File: config.mk
export PLATFORM = sky130hd
export DESIGN_NAME = acc16_alu
export DESIGN_NICKNAME = d
export VERILOG_FILES = /design/src/rtl/acc_alu_pkg.sv /design/src/rtl/acc_alu_arith.sv /design/src/rtl/acc_alu_logic.sv /design/src/rtl/acc_alu_flags.sv /design/src/rtl/acc16_alu.sv
export SDC_FILE = /design/constraint.sdc
export NUM_CORES = 1
export LEC_CHECK = 0
export BUFFER_PORTS_ARGS = -buffer_cell sky130_fd_sc_hd__buf_2
export CAP_MARGIN = 25
export CORE_MARGIN = 1.5
export CORE_UTILIZATION = 30
export DETAILED_ROUTE_END_ITERATION = 8
export HOLD_SLACK_MARGIN = 0.15
export SYNTH_ARGS = -nofsm -noshare
export SYNTH_HDL_FRONTEND = slang
export SYNTH_HIERARCHICAL = 1
export SYNTH_SLANG_ARGS = --single-unit
File: constraint.sdc
create_clock -name clk -period 6.7 [get_ports clk]
set_input_delay 0.67 -clock clk [delete_from_list [all_inputs] [get_ports clk]]
set_output_delay 0.67 -clock clk [all_outputs]
set_load 0.005 [all_outputs]
File: src/rtl/acc_alu_pkg.sv
package acc_alu_pkg;
   typedef enum logic [2:0] {
      OP_ADD = 3'd0,
      OP_ADC = 3'd1,
      OP_SUB = 3'd2,
      OP_SBC = 3'd3,
      OP_AND = 3'd4,
      OP_OR  = 3'd5,
      OP_XOR = 3'd6,
      OP_NOP = 3'd7
   } alu_op_e;

   localparam int FLAG_W = 8;
   localparam int FL_C   = 0;
   localparam int FL_N   = 1;
   localparam int FL_V   = 2;
   localparam int FL_X   = 3;
   localparam int FL_H   = 4;
   localparam int FL_SP  = 5;
   localparam int FL_Z   = 6;
   localparam int FL_S   = 7;
endpackage

File: src/rtl/acc_alu_arith.sv
// Segmented adder: low segment ends at the half-borrow boundary, middle
// segment ends below the sign bit, so carries c_half, c_sign and c_out fall out.
module acc_alu_arith #(
   parameter int DATA_W   = 16,
   parameter int HALF_POS = 12
) (
   input  logic [DATA_W-1:0] a_i,
   input  logic [DATA_W-1:0] b_i,
   input  logic              inv_b_i,
   input  logic              cin_i,
   output logic [DATA_W-1:0] sum_o,
   output logic              c_half_o,
   output logic              c_sign_o,
   output logic              c_out_o
);
   localparam int MID_W = DATA_W - 1 - HALF_POS;

   if (HALF_POS < 1 || MID_W < 1) begin : g_bad_split
      $error("acc_alu_arith: HALF_POS must lie inside the low DATA_W-1 bits");
   end

   logic [DATA_W-1:0]   bx;
   logic [HALF_POS:0]   lo_sum;
   logic [MID_W:0]      mid_sum;
   logic [1:0]          top_sum;

   assign bx = inv_b_i ? ~b_i : b_i;

   assign lo_sum  = {1'b0, a_i[HALF_POS-1:0]} + {1'b0, bx[HALF_POS-1:0]}
                  + {{HALF_POS{1'b0}}, cin_i};
   assign mid_sum = {1'b0, a_i[DATA_W-2:HALF_POS]} + {1'b0, bx[DATA_W-2:HALF_POS]}
                  + {{MID_W{1'b0}}, lo_sum[HALF_POS]};
   assign top_sum = {1'b0, a_i[DATA_W-1]} + {1'b0, bx[DATA_W-1]}
                  + {1'b0, mid_sum[MID_W]};

   assign sum_o    = {top_sum[0], mid_sum[MID_W-1:0], lo_sum[HALF_POS-1:0]};
   assign c_half_o = lo_sum[HALF_POS];
   assign c_sign_o = mid_sum[MID_W];
   assign c_out_o  = top_sum[1];
endmodule

File: src/rtl/acc_alu_logic.sv
module acc_alu_logic #(
   parameter int DATA_W = 16
) (
   input  logic [DATA_W-1:0] a_i,
   input  logic [DATA_W-1:0] b_i,
   input  logic [1:0]        fn_i,   // 0 and, 1 or, 2 xor
   output logic [DATA_W-1:0] res_o
);
   for (genvar i = 0; i < DATA_W; i++) begin : g_bit
      assign res_o[i] = (fn_i == 2'd0) ? (a_i[i] & b_i[i]) :
                        (fn_i == 2'd1) ? (a_i[i] | b_i[i]) :
                                         (a_i[i] ^ b_i[i]);
   end
endmodule

File: src/rtl/acc_alu_flags.sv
module acc_alu_flags
   import acc_alu_pkg::*;
#(
   parameter int DATA_W = 16
) (
   input  alu_op_e           op_i,
   input  logic [DATA_W-1:0] res_i,
   input  logic              c_half_i,
   input  logic              c_sign_i,
   input  logic              c_out_i,
   input  logic [FLAG_W-1:0] flags_i,
   output logic [FLAG_W-1:0] flags_o
);
   logic ovf;
   assign ovf = c_sign_i ^ c_out_i;

   always_comb begin
      flags_o = flags_i;
      unique case (op_i)
         OP_ADD, OP_ADC: begin
            flags_o[FL_C] = c_out_i;
            flags_o[FL_X] = c_out_i;
            flags_o[FL_V] = ovf;
            flags_o[FL_N] = 1'b0;
         end
         OP_SUB: begin
            flags_o[FL_C] = ~c_out_i;
            flags_o[FL_X] = ~c_out_i;
            flags_o[FL_V] = ovf;
            flags_o[FL_N] = 1'b1;
         end
         OP_SBC: begin
            flags_o[FL_C] = ~c_out_i;
            flags_o[FL_H] = ~c_half_i;
            flags_o[FL_V] = ovf;
            flags_o[FL_N] = 1'b1;
         end
         OP_AND, OP_OR, OP_XOR: begin
            flags_o[FL_H] = (op_i == OP_AND);
            flags_o[FL_N] = 1'b0;
            flags_o[FL_C] = 1'b0;
            flags_o[FL_X] = 1'b0;
         end
         default: ;
      endcase
      if (op_i != OP_NOP) begin
         flags_o[FL_S] = res_i[DATA_W-1];
         flags_o[FL_Z] = (res_i == '0);
      end
   end
endmodule

File: src/rtl/acc16_alu.sv
module acc16_alu
   import acc_alu_pkg::*;
#(
   parameter int DATA_W   = 16,
   parameter int HALF_POS = 12
) (
   input  logic              clk,
   input  logic              rst_n,
   input  logic              op_valid_i,
   input  logic [2:0]        op_sel_i,
   input  logic [DATA_W-1:0] acc_i,
   input  logic [DATA_W-1:0] opnd_i,
   input  logic [7:0]        flags_i,
   output logic [DATA_W-1:0] res_o,
   output logic [7:0]        flags_o,
   output logic              wr_en_o,
   output logic [DATA_W-1:0] acc_q_o,
   output logic [7:0]        flags_q_o
);
   if (FLAG_W != 8) begin : g_bad_flag_w
      $error("acc16_alu: flag byte must be 8 bits");
   end

   alu_op_e           op;
   logic              is_sub, is_arith, cin;
   logic [DATA_W-1:0] sum, lres;
   logic              c_half, c_sign, c_out;

   assign op       = alu_op_e'(op_sel_i);
   assign is_arith = (op_sel_i[2] == 1'b0);
   assign is_sub   = (op == OP_SUB) || (op == OP_SBC);

   always_comb begin
      unique case (op)
         OP_ADC:  cin = flags_i[FL_C];
         OP_SUB:  cin = 1'b1;
         OP_SBC:  cin = ~flags_i[FL_C];
         default: cin = 1'b0;
      endcase
   end

   acc_alu_arith #(.DATA_W(DATA_W), .HALF_POS(HALF_POS)) arith_i (
      .a_i      (acc_i),
      .b_i      (opnd_i),
      .inv_b_i  (is_sub),
      .cin_i    (cin),
      .sum_o    (sum),
      .c_half_o (c_half),
      .c_sign_o (c_sign),
      .c_out_o  (c_out)
   );

   acc_alu_logic #(.DATA_W(DATA_W)) logic_i (
      .a_i   (acc_i),
      .b_i   (opnd_i),
      .fn_i  (op_sel_i[1:0]),
      .res_o (lres)
   );

   assign res_o = is_arith       ? sum   :
                  (op == OP_NOP) ? acc_i : lres;

   acc_alu_flags #(.DATA_W(DATA_W)) flags_i_u (
      .op_i     (op),
      .res_i    (res_o),
      .c_half_i (c_half),
      .c_sign_i (c_sign),
      .c_out_i  (c_out),
      .flags_i  (flags_i),
      .flags_o  (flags_o)
   );

   assign wr_en_o = op_valid_i && (op != OP_NOP);

   always_ff @(posedge clk or negedge rst_n) begin
      if (!rst_n) begin
         acc_q_o   <= '0;
         flags_q_o <= '0;
      end else if (wr_en_o) begin
         acc_q_o   <= res_o;
         flags_q_o <= flags_o;
      end
   end
endmodule

# --- Word level (Yosys, flattened, before mapping) ---
# Cells that the tools add are included.
classes:
  eq_ne: 9
  n_mux: 41
  n_lt_le_gt_ge: 0
  mul: 0
  reduce_logical: 9
  bitwise_logic: 53
  shifts: 0
  n_div: 0
  n_addsub: 6
op_table:
  columns: ["cell", "n"]
  rows:
  - ["$mux 16", 3]
  - ["$mux 1", 33]
  - ["$xor 1x1->1", 17]
  - ["$and 1x1->1", 16]
  - ["$logic_not 16->1", 1]
  - ["$not 16->16", 1]
  - ["$or 1x1->1", 16]
  - ["$add 12x12->13", 1]
  - ["$add 13x1->13", 1]
  - ["$eq 3x3->1 const B", 4]
  - ["$eq 3x2->1 const B", 2]
  - ["$pmux 1 s3", 2]
  - ["$pmux 2 s3", 1]
  - ["$add 3x3->4", 1]
  - ["$add 4x1->4", 1]
  - ["$reduce_or 2->1", 2]
  - ["$reduce_or 4->1", 1]
  - ["$eq 3x1->1 const B", 1]
  - ["$logic_not 3->1", 1]
  - ["$ne 3x3->1 const B", 1]
  - ["$not 1->1", 3]
  - ["$reduce_or 3->1", 1]
  - ["$add 1x1->2", 1]
  - ["$add 2x1->2", 1]
  - ["other kinds (6)", 6]
word_totals:
  out_inout_bits: 49
  inputBits: 46
  ramBits: 0
  register_bits: 24
  n_memories: 0
  romBits: 0
  word_cells: 120
  latchBits: 0

# --- Longest topological paths before layout ---
logic_depth:
  depth_word: 10
  depth_mapped: 24

# --- Hierarchy ---
# Netlist, hierarchy kept.
modules_own_cells:
  columns: ["mod", "instances", "cells_per_inst", "area_per_inst_um2", "seq_area_each_um2"]
  rows:
  - ["acc16_alu", 1, 153, 1423.9, 600.6]
  - ["acc_alu_logic", 1, 134, 1132.3, 0.0]
  - ["acc_alu_arith", 1, 116, 933.4, 0.0]
  - ["acc_alu_flags", 1, 31, 209.0, 0.0]

# --- Least setup slack after synthesis ---
# No wires, ideal clock.
synth_path:
  path_type: "input port to output port"
  startpoint: "input port op_sel_i[2]"
  endpoint: "output port flags_o[6]"
  slack_ns: 1.130
  arrival_time_ns: 4.900
  cell_stages: 22
  cell_sequence: "buf_2 > clkbuf_1 > nor2b_1 > clkbuf_1 > buf_2 > xor2_1 > ha_1 > nor2b_1 > o31a_1 > nor3_2 > o211ai_1 > a31o_2 > fa_1 > a21o_1 > a21oi_1 > fa_1 > inv_1 > nor2_1 > a21oi_1 > nor4_1 > nand4_1 > o21ai_0"
synth_via:
  elab_chain_cells: 10
  word_cells_on_any_way: 18
synth_lines:
  columns: ["element", "line_no", "text"]
  rows:
  - ["from (decl)", "acc16_alu.sv:10", "input logic [2:0] op_sel_i,"]
  - ["$eq 3x2->1", "acc16_alu.sv:31", "assign is_sub = (op == OP_SUB) || (op == OP_SBC);"]
  - ["$logic_or 1x1->1 *", "acc16_alu.sv:31", null]
  - ["named net is_sub", "acc16_alu.sv:25", "logic is_sub, is_arith, cin;"]
  - ["$mux 16 *", "acc_alu_arith.sv:27", "assign bx = inv_b_i ? ~b_i : b_i;"]
  - ["$add 12x12->13 *", "acc_alu_arith.sv:29", "assign lo_sum = {1'b0, a_i[HALF_POS-1:0]} + {1'b0, bx[HALF_POS-1:0]}"]
  - ["$add 13x1->13 *", "acc_alu_arith.sv:30", "+ {{HALF_POS{1'b0}}, cin_i};"]
  - ["named net c_half", "acc16_alu.sv:27", "logic c_half, c_sign, c_out;"]
  - ["$add 4x1->4 *", "acc_alu_arith.sv:32", "+ {{MID_W{1'b0}}, lo_sum[HALF_POS]};"]
  - ["$add 2x1->2 *", "acc_alu_arith.sv:34", "+ {1'b0, mid_sum[MID_W]};"]
  - ["named net sum[15]", "acc16_alu.sv:26", "logic [DATA_W-1:0] sum, lres;"]
  - ["$mux 16 *", "acc16_alu.sv:60", "assign res_o = is_arith ? sum :"]
  - ["named net res_o[15]", "acc16_alu.sv:14", "output logic [DATA_W-1:0] res_o,"]
  - ["$logic_not 16->1 *", "acc_alu_flags.sv:48", "flags_o[FL_Z] = (res_i == '0);"]
  - ["$mux 2 *", "acc_alu_flags.sv:46", "if (op_i != OP_NOP) begin"]
  - ["to (decl)", "acc16_alu.sv:15", "output logic [7:0] flags_o,"]
# The timed path passes the listed nets; every way through them passes the cells marked *.

# --- Final worst setup path ---
layout_path:
  startpoint: "input port op_sel_i[1]"
  endpoint: "output port flags_o[6]"
layout_via:
  elab_chain_cells: 10
  word_cells_on_any_way: 52
layout_lines:
  columns: ["element", "line_no"]
  rows:
  - ["$eq 3x2->1", "acc16_alu.sv:31"]
  - ["$logic_or 1x1->1 *", "acc16_alu.sv:31"]
  - ["named net is_sub", "acc16_alu.sv:25"]
  - ["$mux 16 *", "acc_alu_arith.sv:27"]
  - ["$add 12x12->13 *", "acc_alu_arith.sv:29"]
  - ["$add 13x1->13 *", "acc_alu_arith.sv:30"]
  - ["named net c_half", "acc16_alu.sv:27"]
  - ["$add 4x1->4 *", "acc_alu_arith.sv:32"]
  - ["$add 2x1->2 *", "acc_alu_arith.sv:34"]
  - ["named net sum[15]", "acc16_alu.sv:26"]
  - ["$mux 16 *", "acc16_alu.sv:60"]
  - ["$logic_not 16->1 *", "acc_alu_flags.sv:48"]
  - ["$mux 2 *", "acc_alu_flags.sv:46"]
# Marks and branches as above.

==> results.toml <==
[run_status]
outcome = "complete, no violations"

[logic_synthesis]
netlist_area_um2 = 3699
ys_ff_latch = 24
yosys.area.top_type = "dfrtp_1"
synth_area_leaders = "dfrtp_1 16%, ha_1 15%, nor2b_4 6.0%, a21oi_1 5.4%, o22ai_1 5.4%"
synth_edf_count = 0
yosysSeqAreaShare = 0.1624
synthCells = 434
synth_cell_types = 55
synthFlopType = "dfrtp_1"
syn_nets = 530
synth_warnings = 6
avgSynthCellArea_um2 = 8.522
synth_top_area_share = 0.1624
postSynth.asyncResetShare = 1.000

[pwr]
switching_share = 0.4075
p_int_uw = 434.6
ir_worst_vdd_uv = 85.60
p_per_area_nw_per_um2 = 171.4
leakagePower_uw = 0.002176
clkPwrFrac = 0.188
p_total_uw = 733.4
netSwitchingPower_uw = 298.9
power_frac_seq = 0.270
power_frac_comb = 0.542

[placed_design]
place_hpwl_um = 8027
gp_congestion = 0.8611
dp_cells = 651
dp_slack_ps = 810.3
port_buffers = 94

[critical_path]
max_stage_delay_ps = 450
path_cells = "buf_2 > nor2b_2 > buf_4 > xor2_1 > ha_1 > nor2b_1 > o31a_1 > nor3_2 > o211ai_1 > a31o_2 > fa_1 > a21o_1 > a21oi_1 > fa_1 > inv_1 > nor2_1 > a21oi_1 > nor4_1 > nand4_1 > o21ai_0 > buf_2"
rr_endpoint = "acc_q_o[7]$_DFFE_PN0P_"
slowest_stage = "fa_1"
cp-startpoint = "op_sel_i[1]"
r2r_cells = 2
critPathBufInv = 4
path_class = "input port to primary output"
r2r_start = "acc_q_o[7]$_DFFE_PN0P_"
cp_max_fo = 21
worstPathRequired_ps = 6030
cp-start-kind = "input port"
worst_ep_arrival_time_ps = 5290
r2r_slack_ps = 5840
crit_path_end_kind = "primary output"
cp_top_family = "compound AO/OA/AOI/OAI gates"

[sta]
finalSetupViolations = 0
fmax_mhz = 167.8
report.final.hold_viol_count = 0
fin_crit_ps = 5958
max_slew_margin = 0.4091
rsz0062_at_grt = "false"
period_share = 0.8892
skew_ps = 0
drv_slew = 0
fin_hold_ws_ps = 412.0
tightest_slew_ps = 883.2
setup_ws_ps = 742.1
fin_tns_setup_ps = 0

[route]
dr_total_vias = 3337
drtIter0Drc = 181
ant_nets = 0
post_drt_wl_per_cell_um = 15.79
vias_per_cell = 5.102
drc = 0
firstDrtPassIters = 4
routed_wl_um = 10330

[grt]
grt_max_degree = 43
grt_pass1_vias = 3212
grtUsageTotal = 0.1550
overflow = 0
grt_pass1_wl_um = 16320
antenna_found_initial = 0

[floorplanning]
fp.dieH_um = 114.0
initial_core_util = 0.3079
io_pins = 95
rows = 40
die_w_um = 114.0
die-area_um2 = 13000
core_um2 = 12010

[clock_tree]
hold_buffers = 0
htreeDepth = 1
cts_made_buffers = 3
cts_buffer_depth = 2
cts.sinks = 24
worstSkewPairLatency_ps = 260
cts_tree = "yes"
post_cts_buffers = 0
root_buffer = "clkbuf_16"
cts-resized-gates = 0
clk_transition_reported_paths_ps = 70

[finish]
area_delta_synth_final_pct = 15.66
fin_cells = 654
diodes = 0
num-nets-final = 605
final_common_cell = "buf_2"
final_cell_mix = "94 x buf_2, 46 x inv_1, 45 x ha_1"
final_layout_size_suffix_gt1_frac = 0.2781

[min_path]
hp-class = "input port to asynchronous set/reset pin"

[flow_run]
cap_violations = 0
[power groups by stage]
stage | sequential [uW] | clock [uW] | combinational, uW
2_1_floorplan | 199 | 0 | 262
4_1_cts | 198 | 138 | 398
6_report | 198 | 138 | 398
5_1_grt | 202 | 146 | 441
3_3_place_gp | 200 | 0 | 388
3_5_place_dp | 200 | 0 | 396
[area by class of cell]
| cell class | count | area, um^2 |
|---|---|---|
| inverters | 46 | 172.7 |
| well taps | 147 | 183.9 |
| repair buffers | 98 | 500.5 |
| multi-input cells | 336 | 2745 |
| flip-flops and latches | 24 | 600.6 |
| fillers | 1278 | 7734 |
| clock buffers | 3 | 75.07 |
[cells by family after synthesis]
kind of cell,count (synthesis),share of synthesized area
compound gates,118,0.2141
simple gates,116,0.2121
buf+inv,74,0.09608
fa+ha+maj,50,0.1793
xor+xnor,26,0.06157
mux,26,0.07442
flops,24,0.1624
[Yosys cell counts, types with 9 or more instances]
library cell,number
nor2b_1,18
ha_1,45
xor2_1,19
clkbuf_1,9
mux2i_1,17
dfrtp_1,24
nor2b_4,16
inv_1,46
a21oi_1,40
o22ai_1,32
nand2b_1,20
nor2_1,25
o31a_1,18
[worst max-delay path by stage]
stage	endpoint	cells past startpoint
finish	flags_o[6]	21
global route	flags_o[6]	21
CTS	flags_o[6]	21
detailed placement	flags_o[6]	21
global placement	flags_o[6]	21
floorplan	flags_o[6]	22
[sequential cells by signal, summed over array words and instances (netlist names)]
name and count:
acc_q_o 16, flags_q_o 8
[per-layer routing]
metal / track usage / up-vias / routed length (um) / share of wire
li1: - / 1668 / - / -
met1: 0.2080 / 1587 / 4833 / 0.47
met2: 0.2711 / 72 / 5063 / 0.49
met3: 0.01328 / 10 / 296 / 0.029
met4: 0.03417 / 0 / 131 / 0.013
met5: 0 / - / 0 / 0
[metrics by stage]
stage | cell area (um^2) | util
2_1_floorplan | 3699 | -
3_3_place_gp | 4203 | 0.3499
3_5_place_dp | 4203 | 0.3499
4_1_cts | 4278 | 0.3561
5_1_grt | 4278 | 0.3561
6_report | 4278 | 0.3561
No activity file was read; power rests on OpenSTA's default activity.
